--- config.mk ---
export PLATFORM = sky130hd
export DESIGN_NAME = irq_redirect
export DESIGN_NICKNAME = d
export VERILOG_FILES = /design/src/rtl/irq_pkg.sv /design/src/rtl/irq_edge_capture.sv /design/src/rtl/irq_target_resolve.sv /design/src/rtl/irq_redirect.sv
export SDC_FILE = /design/constraint.sdc
export NUM_CORES = 1
export LEC_CHECK = 0
export ABC_AREA = 1
export BUFFER_PORTS_ARGS = -buffer_cell sky130_fd_sc_hd__buf_2
export CAP_MARGIN = 20
export CELL_PAD_IN_SITES_DETAIL_PLACEMENT = 0
export CELL_PAD_IN_SITES_GLOBAL_PLACEMENT = 1
export CORE_MARGIN = 5
export CORE_UTILIZATION = 34
export DETAILED_ROUTE_END_ITERATION = 8
export PLACE_DENSITY = 0.85
export SLEW_MARGIN = 20
export SYNTH_ARGS = -nofsm -noshare
export SYNTH_HDL_FRONTEND = slang
export SYNTH_SLANG_ARGS = --single-unit
--- constraint.sdc ---
create_clock -name clk -period 12.5 [get_ports clk]
set_input_delay 1.25 -clock clk [delete_from_list [all_inputs] [get_ports clk]]
set_output_delay 1.25 -clock clk [all_outputs]
set_load 0.005 [all_outputs]
--- src/rtl/irq_pkg.sv ---
package irq_pkg;
  parameter int ID_W  = 8;
  parameter int VEC_W = 8;

  localparam logic [2:0] DM_FIXED  = 3'b000;
  localparam logic [2:0] DM_LOWPRI = 3'b001;
  localparam logic [2:0] DM_EXTINT = 3'b111;

  typedef struct packed {
    logic             mask;
    logic             trig;
    logic             pol;
    logic             logical;
    logic [2:0]       dmode;
    logic [ID_W-1:0]  dest;
    logic [VEC_W-1:0] vector;
  } irq_entry_t;

  typedef enum logic [1:0] {ST_IDLE, ST_FETCH, ST_BUILD, ST_SEND} irq_state_t;
endpackage

--- src/rtl/irq_edge_capture.sv ---
module irq_edge_capture #(
  parameter int NUM_PINS = 8,
  localparam int PIN_IW = (NUM_PINS > 1) ? $clog2(NUM_PINS) : 1
) (
  input  logic              clk,
  input  logic              rst,
  input  logic [NUM_PINS-1:0] pin_in,
  input  logic [NUM_PINS-1:0] mask_vec,
  input  logic              clr_en,
  input  logic [PIN_IW-1:0] clr_idx,
  output logic              pend_any,
  output logic [PIN_IW-1:0] pick_idx
);
  logic [NUM_PINS-1:0] pin_q;
  logic [NUM_PINS-1:0] pend;
  logic [NUM_PINS-1:0] rise;
  logic [NUM_PINS-1:0] clr_oh;

  assign rise = pin_in & ~pin_q;

  genvar g;
  generate
    for (g = 0; g < NUM_PINS; g++) begin : g_clr
      assign clr_oh[g] = clr_en && (clr_idx == PIN_IW'(g));
    end
  endgenerate

  always_ff @(posedge clk) begin
    if (rst) begin
      pin_q <= '0;
      pend  <= '0;
    end else begin
      pin_q <= pin_in;
      pend  <= (pend & ~clr_oh) | (rise & ~mask_vec);
    end
  end

  // lowest pending index wins
  always_comb begin
    pick_idx = '0;
    for (int i = NUM_PINS - 1; i >= 0; i--) begin
      if (pend[i]) pick_idx = PIN_IW'(i);
    end
  end

  assign pend_any = |pend;

  AST_MASK_DROP: assert property (@(posedge clk) disable iff (rst)
    1'b1 |=> ((pend & $past(rise & mask_vec & ~pend)) == '0));

  AST_PEND_KEEP: assert property (@(posedge clk) disable iff (rst)
    1'b1 |=> ((($past(pend) & ~pend) & ~$past(clr_oh)) == '0));
endmodule

--- src/rtl/irq_target_resolve.sv ---
module irq_target_resolve
  import irq_pkg::*;
#(
  parameter int NUM_CTX = 4,
  parameter int ROT_W   = 8
) (
  input  irq_entry_t              ent,
  input  logic [NUM_CTX*ID_W-1:0] ctx_lid,
  input  logic [ROT_W-1:0]        rot,
  output logic [NUM_CTX-1:0]      targets,
  output logic                    err,
  output logic                    advance
);
  localparam int CW = $clog2(NUM_CTX + 1);

  logic [NUM_CTX-1:0] phys_hit;
  logic [NUM_CTX-1:0] log_hit;
  logic [NUM_CTX-1:0] rot_pick;
  logic [CW-1:0]      hit_cnt;
  logic [ROT_W-1:0]   sel_k;
  logic [ROT_W-1:0]   run;
  logic               lowpri;

  genvar g;
  generate
    for (g = 0; g < NUM_CTX; g++) begin : g_hit
      assign phys_hit[g] = (ent.dest == {ID_W{1'b1}}) || (ent.dest == ID_W'(g));
      assign log_hit[g]  = |(ctx_lid[g*ID_W +: ID_W] & ent.dest);
    end
  endgenerate

  always_comb begin
    hit_cnt = '0;
    for (int i = 0; i < NUM_CTX; i++) hit_cnt = hit_cnt + CW'(log_hit[i]);
  end

  assign sel_k = (hit_cnt == '0) ? '0 : (rot % ROT_W'(hit_cnt));

  always_comb begin
    run      = '0;
    rot_pick = '0;
    for (int i = 0; i < NUM_CTX; i++) begin
      if (log_hit[i]) begin
        if (run == sel_k) rot_pick[i] = 1'b1;
        run = run + 1'b1;
      end
    end
  end

  assign lowpri = (ent.dmode == DM_LOWPRI);

  always_comb begin
    err     = 1'b0;
    advance = 1'b0;
    if (!ent.logical) begin
      err     = lowpri;
      targets = lowpri ? '0 : phys_hit;
    end else if (lowpri) begin
      targets = rot_pick;
      advance = (hit_cnt != '0);
    end else begin
      targets = log_hit;
    end
  end
endmodule

--- src/rtl/irq_redirect.sv ---
module irq_redirect
  import irq_pkg::*;
#(
  parameter int NUM_PINS = 8,
  parameter int NUM_CTX  = 4,
  parameter int ROT_W    = 8
) (
  input  logic                        clk,
  input  logic                        rst,
  input  logic [NUM_PINS-1:0]         pin_in,
  input  logic [NUM_PINS*$bits(irq_entry_t)-1:0] entry_flat,
  input  logic [NUM_CTX*ID_W-1:0]     ctx_lid,
  output logic                        ext_req,
  input  logic                        ext_ack,
  input  logic [VEC_W-1:0]            ext_vec,
  output logic                        msg_valid,
  input  logic                        msg_ready,
  output logic [ID_W-1:0]             msg_dest,
  output logic [VEC_W-1:0]            msg_vector,
  output logic [2:0]                  msg_dmode,
  output logic                        msg_logical,
  output logic                        msg_level,
  output logic                        msg_trigger,
  output logic [NUM_CTX-1:0]          msg_targets,
  output logic                        msg_err
);
  localparam int ENT_W  = $bits(irq_entry_t);
  localparam int PIN_IW = (NUM_PINS > 1) ? $clog2(NUM_PINS) : 1;

  irq_entry_t          ent_arr [NUM_PINS];
  logic [NUM_PINS-1:0] mask_vec;
  irq_state_t          state;
  irq_entry_t          cur_ent;
  logic [VEC_W-1:0]    fetched;
  logic [ROT_W-1:0]    rot;
  logic                pend_any;
  logic [PIN_IW-1:0]   pick_idx;
  logic                clr_en;
  logic [NUM_CTX-1:0]  res_targets;
  logic                res_err;
  logic                res_adv;

  genvar g;
  generate
    for (g = 0; g < NUM_PINS; g++) begin : g_ent
      assign ent_arr[g]  = entry_flat[g*ENT_W +: ENT_W];
      assign mask_vec[g] = ent_arr[g].mask;
    end
  endgenerate

  assign clr_en = (state == ST_IDLE) && pend_any;

  irq_edge_capture #(.NUM_PINS(NUM_PINS)) u_edge (
    .clk      (clk),
    .rst      (rst),
    .pin_in   (pin_in),
    .mask_vec (mask_vec),
    .clr_en   (clr_en),
    .clr_idx  (pick_idx),
    .pend_any (pend_any),
    .pick_idx (pick_idx)
  );

  irq_target_resolve #(.NUM_CTX(NUM_CTX), .ROT_W(ROT_W)) u_res (
    .ent     (cur_ent),
    .ctx_lid (ctx_lid),
    .rot     (rot),
    .targets (res_targets),
    .err     (res_err),
    .advance (res_adv)
  );

  always_ff @(posedge clk) begin
    if (rst) begin
      state       <= ST_IDLE;
      cur_ent     <= '0;
      fetched     <= '0;
      rot         <= '0;
      ext_req     <= 1'b0;
      msg_valid   <= 1'b0;
      msg_dest    <= '0;
      msg_vector  <= '0;
      msg_dmode   <= '0;
      msg_logical <= 1'b0;
      msg_level   <= 1'b0;
      msg_trigger <= 1'b0;
      msg_targets <= '0;
      msg_err     <= 1'b0;
    end else begin
      case (state)
        ST_IDLE: begin
          if (pend_any) begin
            cur_ent <= ent_arr[pick_idx];
            if (ent_arr[pick_idx].dmode == DM_EXTINT) begin
              ext_req <= 1'b1;
              state   <= ST_FETCH;
            end else begin
              state   <= ST_BUILD;
            end
          end
        end
        ST_FETCH: begin
          if (ext_ack) begin
            fetched <= ext_vec;
            ext_req <= 1'b0;
            state   <= ST_BUILD;
          end
        end
        ST_BUILD: begin
          msg_valid   <= 1'b1;
          msg_dest    <= cur_ent.dest;
          msg_vector  <= (cur_ent.dmode == DM_EXTINT) ? fetched : cur_ent.vector;
          msg_dmode   <= cur_ent.dmode;
          msg_logical <= cur_ent.logical;
          msg_level   <= cur_ent.pol;
          msg_trigger <= cur_ent.trig;
          msg_targets <= res_targets;
          msg_err     <= res_err;
          if (res_adv) rot <= rot + 1'b1;
          state <= ST_SEND;
        end
        default: begin
          if (msg_ready) begin
            msg_valid <= 1'b0;
            state     <= ST_IDLE;
          end
        end
      endcase
    end
  end

  AST_HOLD_VALID: assert property (@(posedge clk) disable iff (rst)
    msg_valid && !msg_ready |=> msg_valid && $stable(msg_targets) && $stable(msg_vector) && $stable(msg_dest));

  AST_ERR_NO_TARGETS: assert property (@(posedge clk) disable iff (rst)
    msg_valid && msg_err |-> msg_targets == '0);

  AST_LOWPRI_SINGLE: assert property (@(posedge clk) disable iff (rst)
    msg_valid && msg_logical && msg_dmode == DM_LOWPRI |-> $countones(msg_targets) <= 1);

  AST_FETCH_HOLD: assert property (@(posedge clk) disable iff (rst)
    ext_req && !ext_ack |=> ext_req);

  AST_FETCH_STALL: assert property (@(posedge clk) disable iff (rst)
    ext_req |-> !msg_valid);

  AST_BCAST: assert property (@(posedge clk) disable iff (rst)
    msg_valid && !msg_logical && !msg_err && msg_dest == {ID_W{1'b1}} |-> &msg_targets);
endmodule

* After elaboration in Yosys (flattened, before gate mapping) *
Cells that the tools add are included.

storage, ports and cells
  bits in latches = 0
  memory bits (writable) = 0
  memories = 0
  bits in read-only memories = 0
  word-level logic and storage cells = 139
  register bits = 85
  output and inout bits = 29

cells by class
  divide/modulo/power cells = 1
  shift operators = 0
  equal/unequal tests = 22
  mux-type cells = 41
  bitwise logic cells = 13
  add/sub/neg operators = 6
  multipliers = 0
  $lt $le $gt $ge = 1
  reductions and logical operators = 34

operator list
  kind                                                                    count
  23-bit binary-select mux with 3-bit select                              1
  8-bit AND                                                               7
  22-bit two-way mux                                                      2
  8-bit OR reduction                                                      5
  8-bit two-way mux                                                       4
  3-bit two-way mux                                                       8
  8-bit NOT                                                               3
  3-bit equality test (second input constant)                             6
  8-bit by 1-bit adder with 8-bit output (second input constant)          2
  8-bit by 2-bit equality test with 1-bit output (second input constant)  2
  8-bit equality test                                                     2
  8-bit logical NOT                                                       2
  1-bit two-way mux                                                       16
  4-bit two-way mux                                                       3
  1-bit logical AND                                                       9
  1-bit by 8-bit equality test with 1-bit output                          1
  8-bit by 1-bit equality test with 1-bit output (second input constant)  1
  8-bit equality test (second input constant)                             1
  8-bit by 3-bit remainder unit with 8-bit output                         1
  2-bit two-way mux                                                       4
  8-bit OR                                                                1
  2-bit AND reduction                                                     4
  3-bit by 1-bit adder with 3-bit output                                  2
  3-bit by 1-bit equality test with 1-bit output (second input constant)  2
  other kinds (21)                                                        29

* Logic depth before layout (Yosys ltp) *
Gate-level depths: netlist of run 1.

  depth in word-level cells = 16
  depth in mapped cells = 87
  depth with buffers taken out = 86

* Cells and area by module *
Synthesis of run 1 repeated with hierarchy kept, for this count alone.

unflattened totals
  cell total of the unflattened synthesis = 1,118
  area, all modules = 6,916.6 um2

modules (own cells, without submodules)
  module              area an instance (um2)  instances  cells each
  irq_redirect        4,222.8                 1          666
  irq_target_resolve  2,040.7                 1          363
  irq_edge_capture    653.1                   1          89

* Least setup slack after synthesis of run 1 *
No wires, ideal clock.

  kind = input to register
  from = in ctx_lid[10]
  to = reg msg_targets[2]
  library setup time = 0.122 ns
  required time = 12.378 ns
  buffers on the path = 0
  cell stages on the path = 78
  arrival time = 11.134 ns
  slack = 1.244 ns
  cell sequence = a22o_1 -> nor4_1 -> ha_1 -> inv_1 -> xor2_1 -> inv_1 -> ha_1 -> a21oi_1 -> inv_1 -> ha_1 -> nor2_1 -> inv_1 -> nand2_1 -> nand2_2 -> nand2_1 -> inv_1 -> ha_1 -> or3_1 -> (+42 left out) -> inv_1 -> nand2_1 -> o21ai_1 -> inv_1 -> ha_1 -> inv_1 -> nor2_1 -> inv_1 -> nand2_1 -> nor2_8 -> nand3_4 -> nand2_2 -> nand3_2 -> xor2_1 -> nand3_1 -> nand2_1 -> nand2_1 -> a21oi_2

on the way
  cells in the longest elaborated chain, start to end = 12
  elaborated cells between the ends (all ways) = 14

RTL lines
  what                                                                                         RTL line                  text
  start: declaration                                                                           irq_redirect.sv:12        input logic [NUM_CTX*ID_W-1:0] ctx_lid,
  8-bit AND (*)                                                                                irq_target_resolve.sv:28  assign log_hit[g] = |(ctx_lid[g*ID_W +: ID_W] & ent.dest);
  8-bit OR reduction (*)                                                                       irq_target_resolve.sv:28
  1-bit by 1-bit adder with 2-bit output                                                       irq_target_resolve.sv:34  for (int i = 0; i < NUM_CTX; i++) hit_cnt = hit_cnt + CW'(log_hit[i]);
  3-bit by 1-bit adder with 3-bit output (2 in series)                                         irq_target_resolve.sv:34
  8-bit by 3-bit remainder unit with 8-bit output / 3-bit logical NOT (equally long branches)  irq_target_resolve.sv:37  assign sel_k = (hit_cnt == '0) ? '0 : (rot % ROT_W'(hit_cnt));
  8-bit two-way mux                                                                            irq_target_resolve.sv:37
  8-bit equality test (*)                                                                      irq_target_resolve.sv:44  if (run == sel_k) rot_pick[i] = 1'b1;
  1-bit two-way mux (*)                                                                        irq_target_resolve.sv:44
  1-bit two-way mux (*)                                                                        irq_target_resolve.sv:43  if (log_hit[i]) begin
  4-bit two-way mux (*)                                                                        irq_target_resolve.sv:58  end else if (lowpri) begin
  4-bit two-way mux (*)                                                                        irq_target_resolve.sv:55  if (!ent.logical) begin
  end signal: assignment                                                                       irq_redirect.sv:117       msg_targets <= res_targets;
  end: declaration                                                                             irq_redirect.sv:24        output logic [NUM_CTX-1:0] msg_targets,

Mark *: on every way between the ends. The rest lies on a longest branch, timed or not.
A chain may end at the register's enable or synchronous reset.

* Worst setup path in the final report of run 1 *
  from = in ctx_lid[0]
  to = reg msg_targets[0]

on the way
  cells in the longest elaborated chain, start to end = 12
  elaborated cells between the ends (all ways) = 13

RTL lines
  what                                                                                         RTL line
  8-bit AND (*)                                                                                irq_target_resolve.sv:28
  8-bit OR reduction (*)                                                                       irq_target_resolve.sv:28
  1-bit by 1-bit adder with 2-bit output                                                       irq_target_resolve.sv:34
  3-bit by 1-bit adder with 3-bit output (2 in series)                                         irq_target_resolve.sv:34
  8-bit by 3-bit remainder unit with 8-bit output / 3-bit logical NOT (equally long branches)  irq_target_resolve.sv:37
  8-bit two-way mux                                                                            irq_target_resolve.sv:37
  8-bit logical NOT                                                                            irq_target_resolve.sv:44
  1-bit two-way mux                                                                            irq_target_resolve.sv:44
  1-bit two-way mux                                                                            irq_target_resolve.sv:43
  4-bit two-way mux (*)                                                                        irq_target_resolve.sv:58
  4-bit two-way mux (*)                                                                        irq_target_resolve.sv:55

Marked as above.

==> flow_summary.ini, run 1 <==
[timing]
finalCriticalPeriod_ns = 11.46
finalHoldViolCount = 0
rsz0062_at_grt = no
setup_tns_ns = 0
max_slew_margin_pct = 29.2
fin_skew_ns = 0.0101
postLayoutSetupSlackWorst_ns = 1.04
period_share_pct = 91.7
setup_violations = 0
fmax_ghz = 0.0873
tightest_slew_ns = 1.06
slew_violations = 0

[logic_synthesis]
synth_edf_count = 0
post_synth_num_cell_types = 47
mappedNetlistArea_um2 = 6770
synth_cells = 1056
postSynthAreaPerCell_um2 = 6.41
synthTopCellsByArea = dfxtp_1 (25%), nand2_1 (14%), nand3_1 (9.1%)
yosysTopAreaCellShare_pct = 25.1
ys_seq_area_share_pct = 25.1
synth_warnings = 0
synth-async-reset-ratio_pct = 0
syn-num-nets = 1326
synth.ff_latch_count = 85
synth_ff_type = dfxtp_1
synth_top_cell_by_area = dfxtp_1

[job]
maxCapViolCount = 0

[worst_setup_path]
arrival_ns = 11.75
endpoint_kind = register
startpoint_type = input port
slowest_delay_ns = 0.32
critPathRequiredTime_ns = 12.79
path_max_fanout = 9
critical_path_class = in2reg
slowest_stage = ha_1

[die]
core.rowCount = 51
dieHeight_um = 151
pin_count = 265
start_util_pct = 34.7
die_area_um2 = 22800
core-area_um2 = 19500
fp.dieW_um = 151

[final_layout]
nFillCells = 2159
multi_input_area_um2 = 4410
area_delta_synth_final_pct = 29.3
final_common_cell = buf_2
ff_latch_area_um2 = 1700
design_area_um2 = 8750
final_cell_mix = buf_2 (264), nand2_1 (244), inv_1 (138)
drive_above_1_share_pct = 27.6
nNetsFinal = 1565

[place]
gp_congestion = 0.866
place_ws_ns = 0.267
placed_area_um2 = 8360
dp_hpwl_um = 20300
port-buffer-count = 264

[grt]
grt_antenna_before_repair = 6
grt_pass1_wl_um = 39400
busiest_layer = met2
gr-usage-all-layers_pct = 21.9
grt_util_met2_pct = 36.7
overflow = 0
grt_pass1_vias = 7618
grt_max_degree = 93
met3_usage_pct = 4.31
met1_usage_pct = 27.2

[clocking]
numClockSinks = 85
cts_buffer_depth = 2
cts_buffers = 9
clock_latency_ns = 0.35
cts_root_buf = clkbuf_16
clkSlewWorstSetupHoldPaths_ns = 0.07
htree_levels = 3
cts_tree = yes
ctsHoldBuffers = 0

[route]
dr_total_vias = 7961
vias_per_cell = 5.07
wl_um = 25800
drt-initial-drc-count = 494
post_drt_wl_per_cell_um = 16.4
final_antenna_net_count = 0
drc = 0
dr.pass1.iters = 5

[hold_path]
hold_path_class = reg2reg

[outcome]
status = finished, final reports clean
cells by family after synthesis:
group	Yosys count	share of synthesized area [%]
adder cells (fa/ha/maj)	34	6.40
buffers and inverters	200	11.1
AO/OA/AOI/OAI	192	18.9
flip-flops	85	25.1
XOR/XNOR	12	1.55
AND/OR/NAND/NOR	533	37.0
sequential cells by signal, indices dropped and copies added, names as in the netlist, 4 cells and up:
signal        count
cur_ent          22
fetched           8
msg_dest          8
msg_vector        8
rot               8
u_edge.pend       8
u_edge.pin_q      8
msg_targets       4
worst max-delay path, delay by kind of cell:
kind | cells | cell delay (ns)
compound gates | 16 | 2.29
xor+xnor | 1 | 0.14
fa+ha+maj | 10 | 2.76
buf+inv | 20 | 1.78
simple gates | 35 | 3.50
through the flow:
| step | instances | hold slack [ns] | util (%) |
|---|---|---|---|
| final | 1570 | 0.461 | 44.8 |
| after global routing | 1570 | 0.490 | 44.8 |
| after CTS | 1560 | 0.462 | 44.3 |
| after detailed placement | 1545 | 0.453 | 42.8 |
| after global placement | 1545 | 0.448 | 42.8 |
| after floorplan | 1056 | 0.448 | - |
cells in the mapped netlist, types with 2 or more instances:
cell,number
a21oi_2,5
dfxtp_1,85
clkinv_1,3
inv_2,6
nand3b_1,2
o31ai_1,3
ha_1,33
clkbuf_1,46
a21oi_1,46
nand2_4,2
o221ai_1,13
nor3_1,8
nand3_1,123
o211ai_1,8
or2_2,3
nand2_2,12
a22o_1,12
o21bai_1,4
a221oi_1,33
nand4_1,29
o21ai_1,6
nand3_2,5
inv_1,138
o21ai_0,53
xnor2_1,2
o41ai_1,3
nand3_4,4
xor2_1,10
nand2_1,245
nor2_1,70
nor2_2,3
nor4_1,9
nor3b_1,2
or3_1,11
buf_1,7
routing by layer:
layer | vias up | wire length (µm)
met3 | 38 | 1530
met4 | 0 | 823
li1 | 4066 | -
met1 | 3616 | 10700
met2 | 241 | 12700
met5 | - | 0
area by class of cell:
| cell class | count | share of cell area, % |
|---|---|---|
| clock buffers | 10 | 2.62 |
| clock inverters | 5 | 0.686 |
| repair buffers | 281 | 16.6 |
| flip-flops and latches | 85 | 19.4 |
| inverters | 147 | 6.31 |
| diodes | 6 | 0.172 |
| multi-input cells | 771 | 50.4 |
| well taps | 265 | 3.79 |
timing repair:
action / 4_1_cts / 5_1_grt
resized for setup: 0 / 14
buffers inserted: 0 / 4
endpoints found under the setup margin: 0 / 4
final timing paths:
path | from | end | depth (start not counted) | slack [ns]
setup / recovery | ctx_lid[0] | msg_targets[0] | 82 | 1.04
hold / removal | msg_valid | msg_valid | 2 | 0.46
setup reg to reg | cur_ent[12] | msg_targets[0] | 81 | 1.50
hold reg to reg | msg_valid | msg_valid | 2 | 0.46
Power of run 1 is left out: the tool's default activity adds up to more than one toggle a clock period on the data nets, which glitch-free logic cannot reach.
==> inputs of run 2 (changes only) <==
--- a/config.mk
+++ b/config.mk
@@ -13,6 +13,7 @@
 export CORE_MARGIN = 5
 export CORE_UTILIZATION = 34
 export DETAILED_ROUTE_END_ITERATION = 8
+export MAX_ROUTING_LAYER = met4
 export PLACE_DENSITY = 0.85
 export SLEW_MARGIN = 20
 export SYNTH_ARGS = -nofsm -noshare
==> run 2 against run 1 <==
  * Register-to-register slack about the same
  * Critical path depth unchanged
  * Critical path type unchanged
  * Via count up 0.10%
  * Critical endpoint unchanged
  * Core utilization unchanged
  * Clock skew down 0.00088 ns
==> flow_summary.ini, run 2 (same netlist as run 1, synthesis figures left out) <==
[timing]
rsz0062_at_grt = no
finalCriticalPeriod_ns = 11.46
fin_skew_ns = 0.00919
setup_tns_ns = 0
setup_violations = 0
tightest_slew_ns = 1.07
slew_violations = 0
finalHoldViolCount = 0
fmax_ghz = 0.0872
period_share_pct = 91.7
max_slew_margin_pct = 28.5

[die]
start_util_pct = 34.7
die_area_um2 = 22800
fp.dieW_um = 151
dieHeight_um = 151
pin_count = 265
core.rowCount = 51
core-area_um2 = 19500

[final_layout]
final_common_cell = buf_2
nFillCells = 2159
final_cell_mix = buf_2 (264), nand2_1 (244), inv_1 (138)
area_delta_synth_final_pct = 29.3
ff_latch_area_um2 = 1700
largest-register = cur_ent
drive_above_1_share_pct = 27.6
multi_input_area_um2 = 4410
largest_reg_flops = 22
nNetsFinal = 1565

[hold_path]
hold_path_class = reg2reg

[outcome]
status = finished, final reports clean

[worst_setup_path]
worst-r2r-cell-count = 81
r2r_end = msg_targets[0]
slowest_delay_ns = 0.32
crit_family = simple AND/OR/NAND/NOR gates
crit_cells = 82
r2r-start = cur_ent[8]
endpoint_kind = register
crit_end = msg_targets[0]
path_max_fanout = 9
startpoint_type = input port
setup.worst_path.start = ctx_lid[0]
critPathRequiredTime_ns = 12.79
critical_path_class = in2reg
reg2reg_slack_ns = 1.49
slowest_stage = ha_1
arrival_ns = 11.76
path_buf_inv = 20

[route]
drt-initial-drc-count = 512
dr.pass1.iters = 5
post_drt_wl_per_cell_um = 16.4
wl_um = 25800
drc = 0
final_antenna_net_count = 0
dr_total_vias = 7969
vias_per_cell = 5.08

[clocking]
cts_buffers = 9
cts_tree = yes
cts_buffer_depth = 2
clock_latency_ns = 0.35
cts_root_buf = clkbuf_16
ctsHoldBuffers = 0
numClockSinks = 85
htree_levels = 3
clkSlewWorstSetupHoldPaths_ns = 0.07

[place]
dp_hpwl_um = 20300
gp_congestion = 0.883
port-buffer-count = 264

[grt]
grt_pass1_wl_um = 39300
grt_antenna_before_repair = 6
gr-usage-all-layers_pct = 22.5
grt_max_degree = 93
overflow = 0
grt_pass1_vias = 7643

[job]
maxCapViolCount = 0
## run 2: worst register-to-register path, delay by kind of cell (launching register included)
| family | cells | cell delay [ns] |
|---|---|---|
| adders and majority gates | 10 | 2.76 |
| DFF | 1 | 0.47 |
| buffers and inverters | 19 | 1.69 |
| and+or+nand+nor | 35 | 3.54 |
| xor gates and xnor gates | 1 | 0.14 |
| AOI/OAI and AO/OA | 16 | 2.36 |
## run 2: worst min path at each step
| stage | from | to | slack, ns | cells past startpoint |
|---|---|---|---|---|
| 6_report | msg_valid | msg_valid | 0.46 | 2 |
| 5_1_grt | msg_dmode[2] | msg_dmode[2] | 0.49 | 2 |
| 4_1_cts | msg_valid | msg_valid | 0.46 | 2 |
| 3_5_place_dp | msg_valid | msg_valid | 0.45 | 2 |
| 3_3_place_gp | msg_valid | msg_valid | 0.45 | 2 |
| 2_1_floorplan | u_edge.pend[0] | u_edge.pend[0] | 0.45 | 2 |
## run 2: layer usage
metal | vias up | share of wire (%) | wire (µm) | track usage (%)
met2 | 280 | 50 | 12800 | 36.5
li1 | 4069 | - | - | -
met4 | 0 | 3.0 | 780 | 10.0
met5 | - | 0 | 0 | -
met3 | 36 | 6.0 | 1540 | 3.53
met1 | 3584 | 41 | 10700 | 27.7
## run 2: final cells by class
class	count	share of cell area (%)
Timing Repair Buffer	281	16.6
Inverter	147	6.31
Tap cell	265	3.79
Clock inverter	5	0.686
Sequential cell	85	19.4
Multi-Input combinational cell	771	50.4
Clock buffer	10	2.62
Antenna cell	6	0.172
## run 2: repair_timing
item | in CTS | in global routing
endpoints found under the hold margin | 0 | 0
gates resized for setup | 0 | 14
setup buffers | 0 | 4
endpoints found under the setup margin | 0 | 4
## run 2: per-stage QoR
| step | std cells | utilization (%) | setup WS [ns] | hold WS [ns] | area [µm²] |
|---|---|---|---|---|---|
| 4_1_cts | 1560 | 44.3 | 0.576 | 0.462 | 8650 |
| 6_report | 1570 | 44.8 | 1.04 | 0.459 | 8750 |
| 3_5_place_dp | 1545 | 42.8 | 0.267 | 0.453 | 8360 |
| 3_3_place_gp | 1545 | 42.8 | 0.621 | 0.448 | 8360 |
| 2_1_floorplan | 1056 | - | 1.24 | 0.448 | 6770 |
| 5_1_grt | 1570 | 44.8 | 0.0469 | 0.490 | 8750 |
Power of run 2 is left out for the same reason.
==> inputs of run 3 (changes only) <==
--- a/config.mk
+++ b/config.mk
@@ -10,6 +10,7 @@
 export CAP_MARGIN = 20
 export CELL_PAD_IN_SITES_DETAIL_PLACEMENT = 0
 export CELL_PAD_IN_SITES_GLOBAL_PLACEMENT = 1
+export CORE_ASPECT_RATIO = 0.75
 export CORE_MARGIN = 5
 export CORE_UTILIZATION = 34
 export DETAILED_ROUTE_END_ITERATION = 8
==> run 3 against run 2 <==
  * Design area up 0.36%
  * Critical path depth down 1
  * Flip-flop and latch count unchanged
  * Non-clock buffer count up 5
  * Hold slack better by 0.0062 ns
  * Clock skew up 0.0011 ns
  * Clock-buffer cell count down 1
==> flow_summary.ini, run 3 (same netlist as run 1, synthesis figures left out) <==
[outcome]
status = finished, final reports clean

[clocking]
htree_levels = 3
cts_buffer_depth = 2
clkSlewWorstSetupHoldPaths_ns = 0.06
ctsHoldBuffers = 0
cts_buffers = 9
numClockSinks = 85
cts_tree = yes
clock_latency_ns = 0.34
cts_root_buf = clkbuf_16

[final_layout]
nNetsFinal = 1570
area_delta_synth_final_pct = 29.7
largest-register = cur_ent
final_common_cell = buf_2
diodes = 0
largest_reg_flops = 22
finalCoreUtilization_pct = 45.1
drive_above_1_share_pct = 28.1
final_cell_mix = buf_2 (264), nand2_1 (245), inv_1 (137)

[worst_setup_path]
critical_path_class = in2reg
setup.worst_path.start = ctx_lid[10]
critPathRequiredTime_ns = 12.72
r2r-start = cur_ent[8]
slowest_stage = or3_1
arrival_ns = 11.65
endpoint_kind = register
path_max_fanout = 7
slowest_delay_ns = 0.37
startpoint_type = input port
reg2reg_slack_ns = 1.41

[hold_path]
hold_path_class = reg2reg
holdCritStartpoint = msg_valid

[timing]
tightest_slew_ns = 0.856
max_slew_margin_pct = 43.0
fmax_ghz = 0.0875
finalHoldViolCount = 0
finalCriticalPeriod_ns = 11.42
period_share_pct = 91.4
fin_hold_ws_ns = 0.465
slew_violations = 0
setup_tns_ns = 0
fin_skew_ns = 0.0103
setup_violations = 0

[grt]
grt_antenna_before_repair = 0
grt_pass1_wl_um = 40200
grt_pass1_vias = 7545
met3_usage_pct = 3.93
met1_usage_pct = 32.6
gr-usage-all-layers_pct = 22.3
busiest_layer = met1
overflow = 0
grt_util_met2_pct = 32.2
grt_max_degree = 91

[route]
dr_total_vias = 8057
dr.pass1.iters = 5
drt-initial-drc-count = 667
wl_um = 26000
final_antenna_net_count = 0
drc = 0
vias_per_cell = 5.17
post_drt_wl_per_cell_um = 16.7

[job]
maxCapViolCount = 0

[die]
fp.dieW_um = 173
die_area_um2 = 22900
start_util_pct = 34.7
core.rowCount = 44
dieHeight_um = 132
core-area_um2 = 19500
pin_count = 265

[place]
port-buffer-count = 264
gp_congestion = 0.915
dp_hpwl_um = 20400
run 3: changes by cell type in the layout (fill, tap and decap cells not counted), sizes merged:
cell    delta
inv        -1
buf        +5
diode      -6
clkinv     +3
clkbuf     -1
run 3: what timing repair did:
action | 4_1_cts | 5_1_grt
endpoints found under the setup margin | 0 | 4
resized for setup | 0 | 19
setup buffers | 0 | 8
run 3: metal layers:
metal,vias up,wire (µm)
met3,26,1910
met4,0,299
met2,293,11100
li1,4066,-
met5,-,0
met1,3672,12600
run 3: area by class of cell:
type | instances | area (µm²)
clock buffer | 9 | 225
clock inverter | 7 | 73.8
fill | 2115 | 10700
inverter | 147 | 552
multi-input combinational | 771 | 4430
sequential | 85 | 1700
tap | 253 | 317
timing repair buffer | 286 | 1490
run 3: critical path: cells and delay by family:
kind / cells / cell delay (ns)
adder cells (fa/ha/maj): 10 / 2.76
AO/OA/AOI/OAI: 14 / 1.78
AND/OR/NAND/NOR: 37 / 4.05
buffers and inverters: 18 / 1.48
XOR/XNOR: 2 / 0.32
run 3: path summary, 6_finish.rpt:
path                                  endpoint  cells after the start
worst max-delay path            msg_targets[2]                     81
worst min-delay path                 msg_valid                      2
worst max register to register  msg_targets[2]                     80
worst min register to register       msg_valid                      2
run 3: stage by stage:
stage               instances  setup slack (ns)  area (µm²)
floorplan                1056              1.24        6770
global placement         1534             0.556        8340
detailed placement       1534             0.154        8340
CTS                      1550             0.446        8640
global route             1558           -0.0389        8780
finish                   1558              1.08        8780
Power of run 3 is left out for the same reason.
